**src/rtl/dcc_pkg.sv**
```systemverilog
package dcc_pkg;

    localparam int DEF_SAMPLE_W = 16;
    localparam int DEF_WIN_LOG2 = 14;

    // per-cycle control decoded from the window counter
    typedef struct packed {
        logic take;    // sample counts toward the window
        logic last;    // sample closes the window
        logic bypass;  // correction and integration disabled
    } dcc_ctl_t;

    function automatic dcc_ctl_t make_ctl(input logic valid, input logic enable,
                                          input logic cnt_full);
        dcc_ctl_t c;
        c.take   = valid & enable;
        c.last   = valid & enable & cnt_full;
        c.bypass = ~enable;
        return c;
    endfunction

endpackage

```
**src/rtl/dcc_window_ctr.sv**
```systemverilog
module dcc_window_ctr
    import dcc_pkg::*;
#(
    parameter int WIN_LOG2 = DEF_WIN_LOG2
) (
    input  logic     clk,
    input  logic     rst,
    input  logic     en,
    input  logic     in_valid,
    output dcc_ctl_t ctl
);

    logic [WIN_LOG2-1:0] cnt_q;

    always_comb begin
        ctl = make_ctl(in_valid, en, &cnt_q);
    end

    always_ff @(posedge clk) begin
        if (rst || ctl.bypass) begin
            cnt_q <= '0;
        end else if (ctl.take) begin
            cnt_q <= cnt_q + 1'b1;   // wraps to zero on the closing sample
        end
    end

endmodule

```
**src/rtl/dcc_integrator.sv**
```systemverilog
module dcc_integrator
    import dcc_pkg::*;
#(
    parameter int DATA_W   = DEF_SAMPLE_W,
    parameter int WIN_LOG2 = DEF_WIN_LOG2
) (
    input  logic                     clk,
    input  logic                     rst,
    input  dcc_ctl_t                 ctl,
    input  logic signed [DATA_W-1:0] sample,
    output logic signed [DATA_W-1:0] est,
    output logic                     upd
);

    localparam int ACC_W = DATA_W + WIN_LOG2;

    logic signed [ACC_W-1:0] acc_q;
    logic signed [ACC_W-1:0] sum_next;

    always_comb begin
        sum_next = acc_q + {{WIN_LOG2{sample[DATA_W-1]}}, sample};
    end

    always_ff @(posedge clk) begin
        if (rst) begin
            acc_q <= '0;
            est   <= '0;
            upd   <= 1'b0;
        end else begin
            upd <= ctl.last;
            if (ctl.bypass) begin
                acc_q <= '0;
            end else if (ctl.last) begin
                // top bits of the sum = arithmetic shift by WIN_LOG2 (floor)
                est   <= sum_next[ACC_W-1:WIN_LOG2];
                acc_q <= '0;
            end else if (ctl.take) begin
                acc_q <= sum_next;
            end
        end
    end

endmodule

```
**src/rtl/dcc_subtract.sv**
```systemverilog
module dcc_subtract
    import dcc_pkg::*;
#(
    parameter int DATA_W = DEF_SAMPLE_W
) (
    input  logic                     clk,
    input  logic                     rst,
    input  logic                     in_valid,
    input  logic signed [DATA_W-1:0] in_data,
    input  logic signed [DATA_W-1:0] est,
    input  logic                     bypass,
    output logic                     out_valid,
    output logic signed [DATA_W-1:0] out_data
);

    localparam logic signed [DATA_W-1:0] POS_LIM = {1'b0, {(DATA_W-1){1'b1}}};
    localparam logic signed [DATA_W-1:0] NEG_LIM = {1'b1, {(DATA_W-1){1'b0}}};

    logic signed [DATA_W:0]   diff;
    logic signed [DATA_W-1:0] clipped;

    always_comb begin
        diff = {in_data[DATA_W-1], in_data}
             - (bypass ? '0 : {est[DATA_W-1], est});
        if (diff[DATA_W] != diff[DATA_W-1]) begin
            clipped = diff[DATA_W] ? NEG_LIM : POS_LIM;
        end else begin
            clipped = diff[DATA_W-1:0];
        end
    end

    always_ff @(posedge clk) begin
        if (rst) begin
            out_valid <= 1'b0;
            out_data  <= '0;
        end else begin
            out_valid <= in_valid;
            if (in_valid) begin
                out_data <= clipped;
            end
        end
    end

endmodule

```
**src/rtl/dc_offset_canceller.sv**
```systemverilog
module dc_offset_canceller
    import dcc_pkg::*;
#(
    parameter int DATA_W   = DEF_SAMPLE_W,
    parameter int WIN_LOG2 = DEF_WIN_LOG2
) (
    input  logic                     clk,
    input  logic                     rst,
    input  logic                     en,
    input  logic                     in_valid,
    input  logic signed [DATA_W-1:0] in_data,
    output logic                     out_valid,
    output logic signed [DATA_W-1:0] out_data,
    output logic signed [DATA_W-1:0] dc_est,
    output logic                     est_update
);

    dcc_ctl_t ctl;

    dcc_window_ctr #(.WIN_LOG2(WIN_LOG2)) u_ctr (
        .clk      (clk),
        .rst      (rst),
        .en       (en),
        .in_valid (in_valid),
        .ctl      (ctl)
    );

    dcc_integrator #(.DATA_W(DATA_W), .WIN_LOG2(WIN_LOG2)) u_int (
        .clk    (clk),
        .rst    (rst),
        .ctl    (ctl),
        .sample (in_data),
        .est    (dc_est),
        .upd    (est_update)
    );

    dcc_subtract #(.DATA_W(DATA_W)) u_sub (
        .clk       (clk),
        .rst       (rst),
        .in_valid  (in_valid),
        .in_data   (in_data),
        .est       (dc_est),
        .bypass    (ctl.bypass),
        .out_valid (out_valid),
        .out_data  (out_data)
    );

endmodule

```
**config.mk**
```make
export PLATFORM = sky130hd
export DESIGN_NAME = dc_offset_canceller
export DESIGN_NICKNAME = d
export VERILOG_FILES = /design/src/rtl/dcc_pkg.sv /design/src/rtl/dcc_window_ctr.sv /design/src/rtl/dcc_integrator.sv /design/src/rtl/dcc_subtract.sv /design/src/rtl/dc_offset_canceller.sv
export SDC_FILE = /design/constraint.sdc
export NUM_CORES = 1
export LEC_CHECK = 0
export ABC_AREA = 0
export BUFFER_PORTS_ARGS = -buffer_cell sky130_fd_sc_hd__buf_2
export CORE_ASPECT_RATIO = 0.7
export CORE_MARGIN = 1.5
export CORE_UTILIZATION = 40
export DETAILED_ROUTE_END_ITERATION = 12
export PLACE_DENSITY = 0.55
export SLEW_MARGIN = 5
export SYNTH_ARGS = -nofsm -noshare
export SYNTH_HDL_FRONTEND = slang
export SYNTH_SLANG_ARGS = --single-unit
```
**constraint.sdc**
```tcl
create_clock -name clk -period 4.39 [get_ports clk]
set_clock_uncertainty 0.05 [all_clocks]
set_input_delay 0.878 -clock clk [delete_from_list [all_inputs] [get_ports clk]]
set_output_delay 0.878 -clock clk [all_outputs]
set_load 0.05 [all_outputs]
```
==> run_results.csv, run 1 <==
group,metric,value,unit
run_status,status,"complete, but fails checks",
run_status,violations,"DRC",
sta,rsz0062_at_grt,"false",
power,leakagePower,2.45,nW
grt,gr-total-overflow,0,
routing,drt_iter0_markers,290,
power,ir_drop,173,uV
power,clkPwrFrac,39.5,%
cells_and_area,finish.instance_area,5900,sq um
power,sw_frac_of_total,31.1,%
routing,wirelength,14200,um
routing,route.vias.total,4723,
grt,grt_pass1_wl,22700,um
clock_tree,cts.sinks,78,
grt,track_usage,21.0,%
sta,max_slew_margin,50.3,%
clock_tree,htree_levels,3,
sta,fin_crit_sh,81.7,%
synthesis,syn_inst,652,
clock_tree,cts_tree,"done",
clock_tree,clockBufferDepth,2,
die,initial_utilization,41.5,%
power,p_per_area,309,nW/um^2
grt,grt_max_degree,39,
die,die-area,13700,sq um
die,die_w,139,um
flow_run,cap_viol_max_count,0,
cells_and_area,area_delta_synth_final,13.3,%
synthesis,synth_ff_type,"dfxtp_1",
worst_setup_path,cp-end-kind,"flip-flop",
cells_and_area,nFillCells,1291,
synthesis,syn_area,5210,sq um
routing,routedWlPerCell,16.5,um
grt,grt_pass1_vias,4224,
die,dieHeight,98.5,um
synthesis,synth-edff-count,0,
cells_and_area,finalNonFillerCells,861,
grt,antenna_found_initial,0,
place,gp_congestion,0.881,
clock_tree,cts-hold-fix-buffers,0,
grt,use_met2,29.7,%
routing,viasPerCell,5.49,
sta,final-max-slew-violation-count,0,
synthesis,synthTopCellsByCount,"nand2_1 (89), dfxtp_1 (78), a21oi_1 (70)",
sta,tightest_slew,0.743,ns
sta,finalSetupViolCount,0,
synthesis,synth_area_leader_cell,"dfxtp_1",
grt,grt_util_met3,3.94,%
routing,antenna_left,0,
synthesis,yosysUniqueCellTypes,55,
synthesis,avgSynthCellArea,7.99,sq um
power,intPower,1.26,mW
synthesis,yosysMostFrequentCell,"nand2_1",
clock_tree,clkTransAtPathRegs,0.06,ns
clock_tree,cts-resized-gates,0,
die,fp-row-count,34,
synthesis,yosys_warnings,0,
synthesis,synthTopCellsByArea,"dfxtp_1 (30%), ha_1 (11%), a21oi_1 (6.7%)",
synthesis,synth_fp_nets,720,
worst_setup_path,startpoint_type,"input pin",
worst_setup_path,path_class,"input pin to flip-flop",
sta,period_minus_slack,3.59,ns
clock_tree,cts_made_buffers,9,
worst_setup_path,cp.required,4.55,ns
place,hpwl,10700,um
worst_setup_path,critPathMaxFanout,15,
power,power_switching,0.568,mW
synthesis,ys_ff_latch,78,
sta,finalSetupTns,0,ns
routing,remaining_drc_errors,7,
grt,grt_use_met1,32.7,%
place,dp.cells,845,
die,io_pins,54,
synthesis,seq_area_frac_synth,30.0,%
place,port-buffer-count,53,
clock_tree,cts_setup_buffers,0,
place,postPlaceCellArea,5620,sq um
sta,hold_viol,0,
cells_and_area,drive_gt1_share,13.0,%
clock_tree,cts_root_buf,"clkbuf_16",
power,comb_power_share,19.9,%
power,p_seq_share,40.6,%
cells_and_area,finalNetCount,762,
grt,busiest_layer,"met1",
synthesis,synth_top_area_share,30.0,%
worst_setup_path,cp.arrival,3.74,ns
die,core,12500,sq um
cells_and_area,num_antenna_cells,0,
synthesis,synthArstFlopShare,0,%
clock_tree,insertion_delay,0.34,ns
sta,fmax,279,MHz
worst_hold_path,hold_path.class,"flip-flop to flip-flop",
routing,firstDrtPassIters,11,
==> layout by cell type (no fill, tap or decap), types with 7 or more instances in the layout <==
cell type,instances
nand2_1,89
dfxtp_1,78
a21oi_1,70
nor2_1,60
buf_2,53
ha_1,46
o21ai_0,33
xor2_1,26
a211oi_1,25
nand3_1,23
xnor2_1,21
a21o_1,17
maj3_1,15
inv_1,13
nand2b_1,11
o21bai_1,10
and3_1,9
clkbuf_16,9
buf_4,9
nor2b_1,7
nor3_1,7
==> state kept, by name, summed over array words and instances, names as in the netlist <==
register         cells
u_int.upd            1
u_int.est           16
u_int.acc_q         30
u_ctr.cnt_q         14
u_sub.out_valid      1
u_sub.out_data      16
==> metal layers <==
layer,part of all wire (%),up-vias
met5,0,-
met4,0.66,0
met2,40,127
met3,5.2,9
met1,55,2195
li1,-,2392
==> metrics by stage <==
stage / util (%) / hold WS [ns] / setup slack (ns) / total power [mW]
CTS: 47.0 / 0.408 / 0.796 / 1.84
global route: 47.0 / 0.423 / 0.565 / 1.91
finish: 47.0 / 0.408 / 0.804 / 1.82
detailed placement: 44.8 / 0.399 / 0.437 / 1.12
global placement: 44.8 / 0.393 / 0.558 / 1.11
floorplan: - / 0.386 / 0.394 / 1.03
==> worst paths after layout <==
kind | depth (start not counted) | start | endpoint | slack, ns
max | 10 | en | u_sub.out_data[11] | 0.80
max reg2reg | 9 | u_int.est[4] | u_sub.out_data[11] | 1.20
min | 2 | u_int.acc_q[22] | u_int.acc_q[22] | 0.41
min reg2reg | 2 | u_int.acc_q[22] | u_int.acc_q[22] | 0.41
==> critical path, cell delays in order <==
cell,delay (ns)
buf_2,0.23
nand2_1,0.09
ha_1,0.36
a2111o_1,0.48
o21ai_2,0.22
o21bai_1,0.13
a221o_1,0.40
xnor2_2,0.58
maj3_1,0.29
a211oi_1,0.08
==> logic make-up after synthesis <==
family | synth area share (%)
xor+xnor | 8.22
compound gates | 22.7
flops | 30.0
buf+inv | 3.36
fa+ha+maj | 14.7
simple gates | 19.6
mux | 1.44
==> final cells by class <==
class	count	area, sq um	area share (%)
Clock buffer	10	239	4.05
Clock inverter	6	45.0	0.763
Inverter	13	48.8	0.827
Multi-Input combinational cell	530	3470	58.8
Sequential cell	78	1560	26.5
Tap cell	162	203	3.43
Timing Repair Buffer	62	333	5.64
==> power groups by stage <==
stage	combinational, mW	sequential (mW)	clock [mW]
floorplan	0.223	0.804	0
global placement	0.354	0.756	0
detailed placement	0.359	0.757	0
CTS	0.360	0.741	0.737
global route	0.398	0.744	0.765
finish	0.362	0.741	0.720
Power figures use the tool's default switching activity.
==> run 2, diff against run 1 <==
clock period = 3.3 ns   (was 4.39 ns; I/O delays follow)
==> run 2 against run 1 <==
Compared with the run above: the run still ends with DRC left; sequential power grew 33%; wire length shrank 0.49%; die area is the same; worst setup slack lost 0.69 ns; utilization grew 2.9 points; critical path type unchanged.
==> run_results.csv, run 2 (synthesis gave the netlist of run 1 again) <==
group,metric,value,unit
run_status,violations,"DRC",
die,die_w,139,um
grt,track_usage,20.8,%
run_status,status,"complete, but fails checks",
sta,tightest_slew,0.581,ns
worst_setup_path,cp.required,3.46,ns
cells_and_area,final_cell_mix,"nand2_1 (88), dfxtp_1 (78), a21oi_1 (70)",
cells_and_area,reg_top3,"u_int.acc_q (30), u_int.est (16), u_sub.out_data (16)",
cells_and_area,finalNonFillerCells,896,
sta,fmax,314,MHz
place,gp_congestion,0.894,
sta,max_slew_margin,61.3,%
sta,finalSetupTns,0,ns
clock_tree,cts_root_buf,"clkbuf_16",
die,core,12500,sq um
sta,period_minus_slack,3.19,ns
die,initial_utilization,41.5,%
worst_hold_path,hold_path.class,"flip-flop to flip-flop",
clock_tree,clkTransAtPathRegs,0.06,ns
power,ir_drop,252,uV
clock_tree,insertion_delay,0.34,ns
cells_and_area,largest_register,"u_int.acc_q",
clock_tree,cts_made_buffers,9,
clock_tree,cts-hold-fix-buffers,0,
cells_and_area,finalNetCount,797,
cells_and_area,largest_register_ff_count,30,
grt,grt_pass1_wl,22800,um
clock_tree,cts.sinks,78,
sta,hold_viol,0,
sta,finalSetupViolCount,0,
clock_tree,cts_tree,"done",
routing,wirelength,14100,um
worst_setup_path,critPathMaxFanout,8,
worst_setup_path,crit_start,"en",
flow_run,cap_viol_max_count,0,
worst_setup_path,endpoint,"u_sub.out_data[0]",
grt,grt_pass1_vias,4516,
sta,layout_setup_ws,0.110,ns
cells_and_area,finish.instance_area,6270,sq um
grt,gr-total-overflow,0,
clock_tree,htree_levels,3,
worst_setup_path,ff2ff_setup_slack,0.18,ns
cells_and_area,area_delta_synth_final,20.4,%
place,port-buffer-count,53,
place,hpwl,10700,um
sta,holdWs,0.407,ns
routing,routedWlPerCell,15.8,um
routing,remaining_drc_errors,5,
worst_setup_path,path_class,"input pin to flip-flop",
power,p_per_area,404,nW/um^2
grt,grt_max_degree,38,
sta,final-max-slew-violation-count,0,
worst_setup_path,cp-end-kind,"flip-flop",
routing,viasPerCell,5.39,
routing,route.vias.total,4832,
die,dieHeight,98.5,um
worst_setup_path,ff2ff_path_depth,13,
place,postPlaceCellArea,5910,sq um
place,dp.cells,878,
cells_and_area,num_antenna_cells,0,
worst_setup_path,r2r_start,"u_int.est[0]",
die,io_pins,54,
cells_and_area,final_common_cell,"nand2_1",
worst_setup_path,startpoint_type,"input pin",
die,fp-row-count,34,
routing,drt_iter0_markers,282,
cells_and_area,drive_gt1_share,17.8,%
sta,fin_crit_sh,96.7,%
routing,antenna_left,0,
clock_tree,clockBufferDepth,2,
die,die-area,13700,sq um
worst_setup_path,cp.arrival,3.35,ns
grt,antenna_found_initial,0,
worst_setup_path,r2r_end,"u_sub.out_data[0]",
place,place_ws,-0.304,ns
power,leakagePower,2.65,nW
routing,firstDrtPassIters,8,
## run 2: changes by cell type in the layout (fill, tap and decap cells not counted), sizes merged
cell	previous run	this run
buf	62	96
inv	14	15
mux2	1	2
clkbuf	10	9
clkinv	2	3
bufinv	0	1
clkinvlp	3	1
## run 2: area by class of cell
| class | count | area, sq um |
|---|---|---|
| sequential | 78 | 1560 |
| clock inverter | 7 | 81.3 |
| timing repair buffer | 96 | 601 |
| fill | 1234 | 6280 |
| inverter | 13 | 48.8 |
| tap | 162 | 203 |
| multi-input combinational | 531 | 3550 |
| clock buffer | 9 | 225 |
## run 2: repair_timing
| item | 4_1_cts | 5_1_grt |
|---|---|---|
| setup endpoints to repair | 0 | 17 |
| buffers inserted | 0 | 1 |
| gates resized for setup | 0 | 6 |
## run 2: stage by stage
stage / utilization [%] / power, mW
2_1_floorplan: - / 1.37
3_3_place_gp: 47.1 / 1.50
3_5_place_dp: 47.1 / 1.51
4_1_cts: 49.5 / 2.55
5_1_grt: 50.0 / 2.65
6_report: 50.0 / 2.53
## run 2: layer usage
layer  part of all wire [%]  global-route usage (%)  routed length [um]  vias to the layer above
met4                    1.5                    5.32                 206                        0
met5                      0                       0                   0                        -
met1                     51                    28.5                7150                     2268
met3                    3.6                    3.89                 510                       14
met2                     44                    34.0                6250                       81
li1                       -                       -                   -                     2469
## run 2: power by group
| part | internal [mW] | total [mW] | switching [mW] |
|---|---|---|---|
| Clock | 0.596 | 1.03 | 0.436 |
| Combinational | 0.198 | 0.518 | 0.319 |
| Sequential | 0.971 | 0.985 | 0.0148 |
| Total | 1.76 | 2.53 | 0.771 |
## run 2: worst min-delay path by stage
| stage | from | slack, ns | cells after the start | to |
|---|---|---|---|---|
| after floorplan | u_int.acc_q[5] | 0.39 | 2 | u_int.acc_q[5] |
| after global placement | u_int.acc_q[24] | 0.39 | 2 | u_int.acc_q[24] |
| after detailed placement | u_int.acc_q[7] | 0.40 | 2 | u_int.acc_q[7] |
| after CTS | u_int.acc_q[7] | 0.41 | 2 | u_int.acc_q[7] |
| after global routing | u_int.acc_q[22] | 0.42 | 2 | u_int.acc_q[22] |
| final | u_int.acc_q[7] | 0.41 | 2 | u_int.acc_q[7] |
## run 2: critical path: stages
cell       delay (ns)
buf_2            0.13
and2_1           0.19
ha_1             0.18
inv_1            0.05
fa_1             0.38
a21o_1           0.20
a31oi_2          0.21
nor3_2           0.09
a21oi_2          0.18
nand2b_1         0.13
a2111oi_4        0.40
mux2_4           0.30
maj3_1           0.18
a211oi_1         0.06
==> run 3, diff against run 2 <==
clock period = 3.35 ns   (was 3.3 ns; I/O delays follow)
==> run 3 against run 2 <==
Compared with the run above: the run still ends with DRC left; sequential power shrank 1%; critical path type unchanged; non-clock buffer count shrank 3; sequential share of layout area grew 0.27 points; cell count shrank 0.33%; clock-buffer cell count is the same; combinational power shrank 1%; total power shrank 2.5%; global-route usage grew 0.96 points; register-to-register slack gained 0.15 ns; clock power shrank 4%; first-iteration DRC count grew 11%; utilization shrank 0.53 points.
==> run_results.csv, run 3 (synthesis gave the netlist of run 1 again) <==
group,metric,value,unit
routing,routedWlPerCell,16.5,um
worst_setup_path,startpoint_type,"input pin",
place,hpwl,11100,um
place,postPlaceCellArea,5880,sq um
power,ir_drop,246,uV
sta,rsz0062_at_grt,"false",
cells_and_area,largest_register,"u_int.acc_q",
grt,grt_max_degree,38,
place,dp.cells,876,
power,power_switching,0.802,mW
grt,grt_pass1_vias,4494,
power,leakagePower,2.62,nW
clock_tree,cts_root_buf,"clkbuf_16",
cells_and_area,num_antenna_cells,0,
cells_and_area,nFillCells,1228,
sta,fmax,315,MHz
sta,fin_crit_sh,94.7,%
die,dieHeight,98.5,um
grt,grt_pass1_wl,23500,um
die,core,12500,sq um
worst_setup_path,path_class,"input pin to flip-flop",
routing,firstDrtPassIters,12,
place,gp_congestion,0.920,
clock_tree,cts_setup_buffers,0,
die,die-area,13700,sq um
clock_tree,cts_tree,"done",
grt,antenna_found_initial,0,
routing,viasPerCell,5.47,
worst_setup_path,critPathMaxFanout,16,
grt,track_usage,21.8,%
run_status,violations,"DRC",
cells_and_area,finish.instance_area,6200,sq um
grt,gr-total-overflow,0,
routing,drt_iter0_markers,312,
worst_setup_path,crit_family,"compound AO/OA/AOI/OAI gates",
cells_and_area,drive_gt1_share,17.5,%
clock_tree,clkTransAtPathRegs,0.07,ns
worst_setup_path,cp-end-kind,"flip-flop",
worst_setup_path,cp_slowest_cell,"fa_1",
cells_and_area,final_cell_mix,"nand2_1 (88), dfxtp_1 (78), a21oi_1 (70)",
worst_setup_path,critPathMaxStageDelay,0.39,ns
clock_tree,clockBufferDepth,2,
power,comb_power_share,20.7,%
cells_and_area,finalNetCount,794,
flow_run,cap_viol_max_count,0,
cells_and_area,largest_register_ff_count,30,
cells_and_area,reg_top3,"u_int.acc_q (30), u_int.est (16), u_sub.out_data (16)",
sta,tightest_slew,0.822,ns
cells_and_area,final_common_cell,"nand2_1",
routing,wirelength,14700,um
routing,route.vias.total,4881,
sta,finalSetupViolCount,0,
die,fp-row-count,34,
routing,remaining_drc_errors,6,
place,port-buffer-count,53,
sta,period_minus_slack,3.17,ns
sta,final-max-slew-violation-count,0,
die,die_w,139,um
worst_setup_path,cp.arrival,3.34,ns
worst_setup_path,cp_cell_sequence,"buf_2 -> and2_1 -> ha_1 -> inv_1 -> fa_1 -> a21o_1 -> a31oi_1 -> nor3_2 -> a21oi_2 -> nand2b_1 -> a2111oi_2 -> mux2_4 -> maj3_1 -> a211oi_1",
routing,antenna_left,0,
power,intPower,1.67,mW
clock_tree,cts_made_buffers,9,
worst_hold_path,hold_path.class,"flip-flop to flip-flop",
clock_tree,htree_levels,3,
clock_tree,cts.sinks,78,
worst_setup_path,worst-path-buf-inv,2,
die,io_pins,54,
cells_and_area,area_delta_synth_final,19.1,%
die,initial_utilization,41.5,%
clock_tree,insertion_delay,0.35,ns
sta,max_slew_margin,45.0,%
run_status,status,"complete, but fails checks",
sta,hold_viol,0,
power,p_per_area,398,nW/um^2
power,sw_frac_of_total,32.4,%
worst_setup_path,cp.required,3.52,ns
cells_and_area,finalNonFillerCells,893,
power,p_seq_share,39.3,%
power,clkPwrFrac,40.1,%
[run 3: timing repair]
action / in CTS / in global routing
endpoints found under the setup margin: 0 / 19
hold buffers: 0 / 0
gates resized for setup: 0 / 4
[run 3: metal layers]
layer	wire, um	global-route usage [%]	vias up
li1	-	-	2465
met1	7600	32.5	2256
met2	6150	32.8	135
met3	810	3.30	25
met4	168	5.56	0
met5	0	0	-
[run 3: final cells by class]
class	instances	area, sq um	share of cell area, %
tap	162	203	3.27
clock inverter	7	63.8	1.03
sequential	78	1560	25.2
clock buffer	9	225	3.63
multi-input combinational	531	3530	56.9
timing repair buffer	93	569	9.18
inverter	13	48.8	0.786
[run 3: power by group through the flow]
stage               clock network (mW)  registers, mW  logic [mW]
floorplan                            0           1.05       0.299
global placement                     0          0.991       0.496
detailed placement                   0          0.992       0.499
CTS                               1.01          0.971       0.500
global route                      1.05          0.974       0.562
finish                           0.990          0.971       0.511
[run 3: worst paths after layout]
kind                                           end  cells past startpoint             from  slack (ns)
worst max-delay path            u_sub.out_data[11]                     14               en        0.18
worst min-delay path               u_int.acc_q[11]                      2  u_int.acc_q[11]        0.41
worst max register to register  u_sub.out_data[11]                     13     u_int.est[0]        0.33
worst min register to register     u_int.acc_q[11]                      2  u_int.acc_q[11]        0.41
[run 3: worst reg2reg max path, delay by kind of cell, from the launching register on]
kind | cells | cell delay (ns)
flops | 1 | 0.38
compound gates | 5 | 0.99
mux | 1 | 0.33
buf+inv | 1 | 0.06
simple gates | 3 | 0.34
fa+ha+maj | 3 | 0.76
[run 3: stage by stage]
| step | setup slack (ns) | power [mW] | setup TNS (ns) | utilization (%) | hold slack [ns] |
|---|---|---|---|---|---|
| 6_report | 0.178 | 2.47 | 0 | 49.4 | 0.407 |
| 3_3_place_gp | -0.147 | 1.49 | -2.27 | 46.8 | 0.394 |
| 4_1_cts | 0.127 | 2.48 | 0 | 49.1 | 0.412 |
| 2_1_floorplan | 0.0199 | 1.35 | 0 | - | 0.386 |
| 5_1_grt | 0.00808 | 2.59 | 0 | 49.4 | 0.434 |
| 3_5_place_dp | -0.242 | 1.49 | -4.09 | 46.8 | 0.402 |
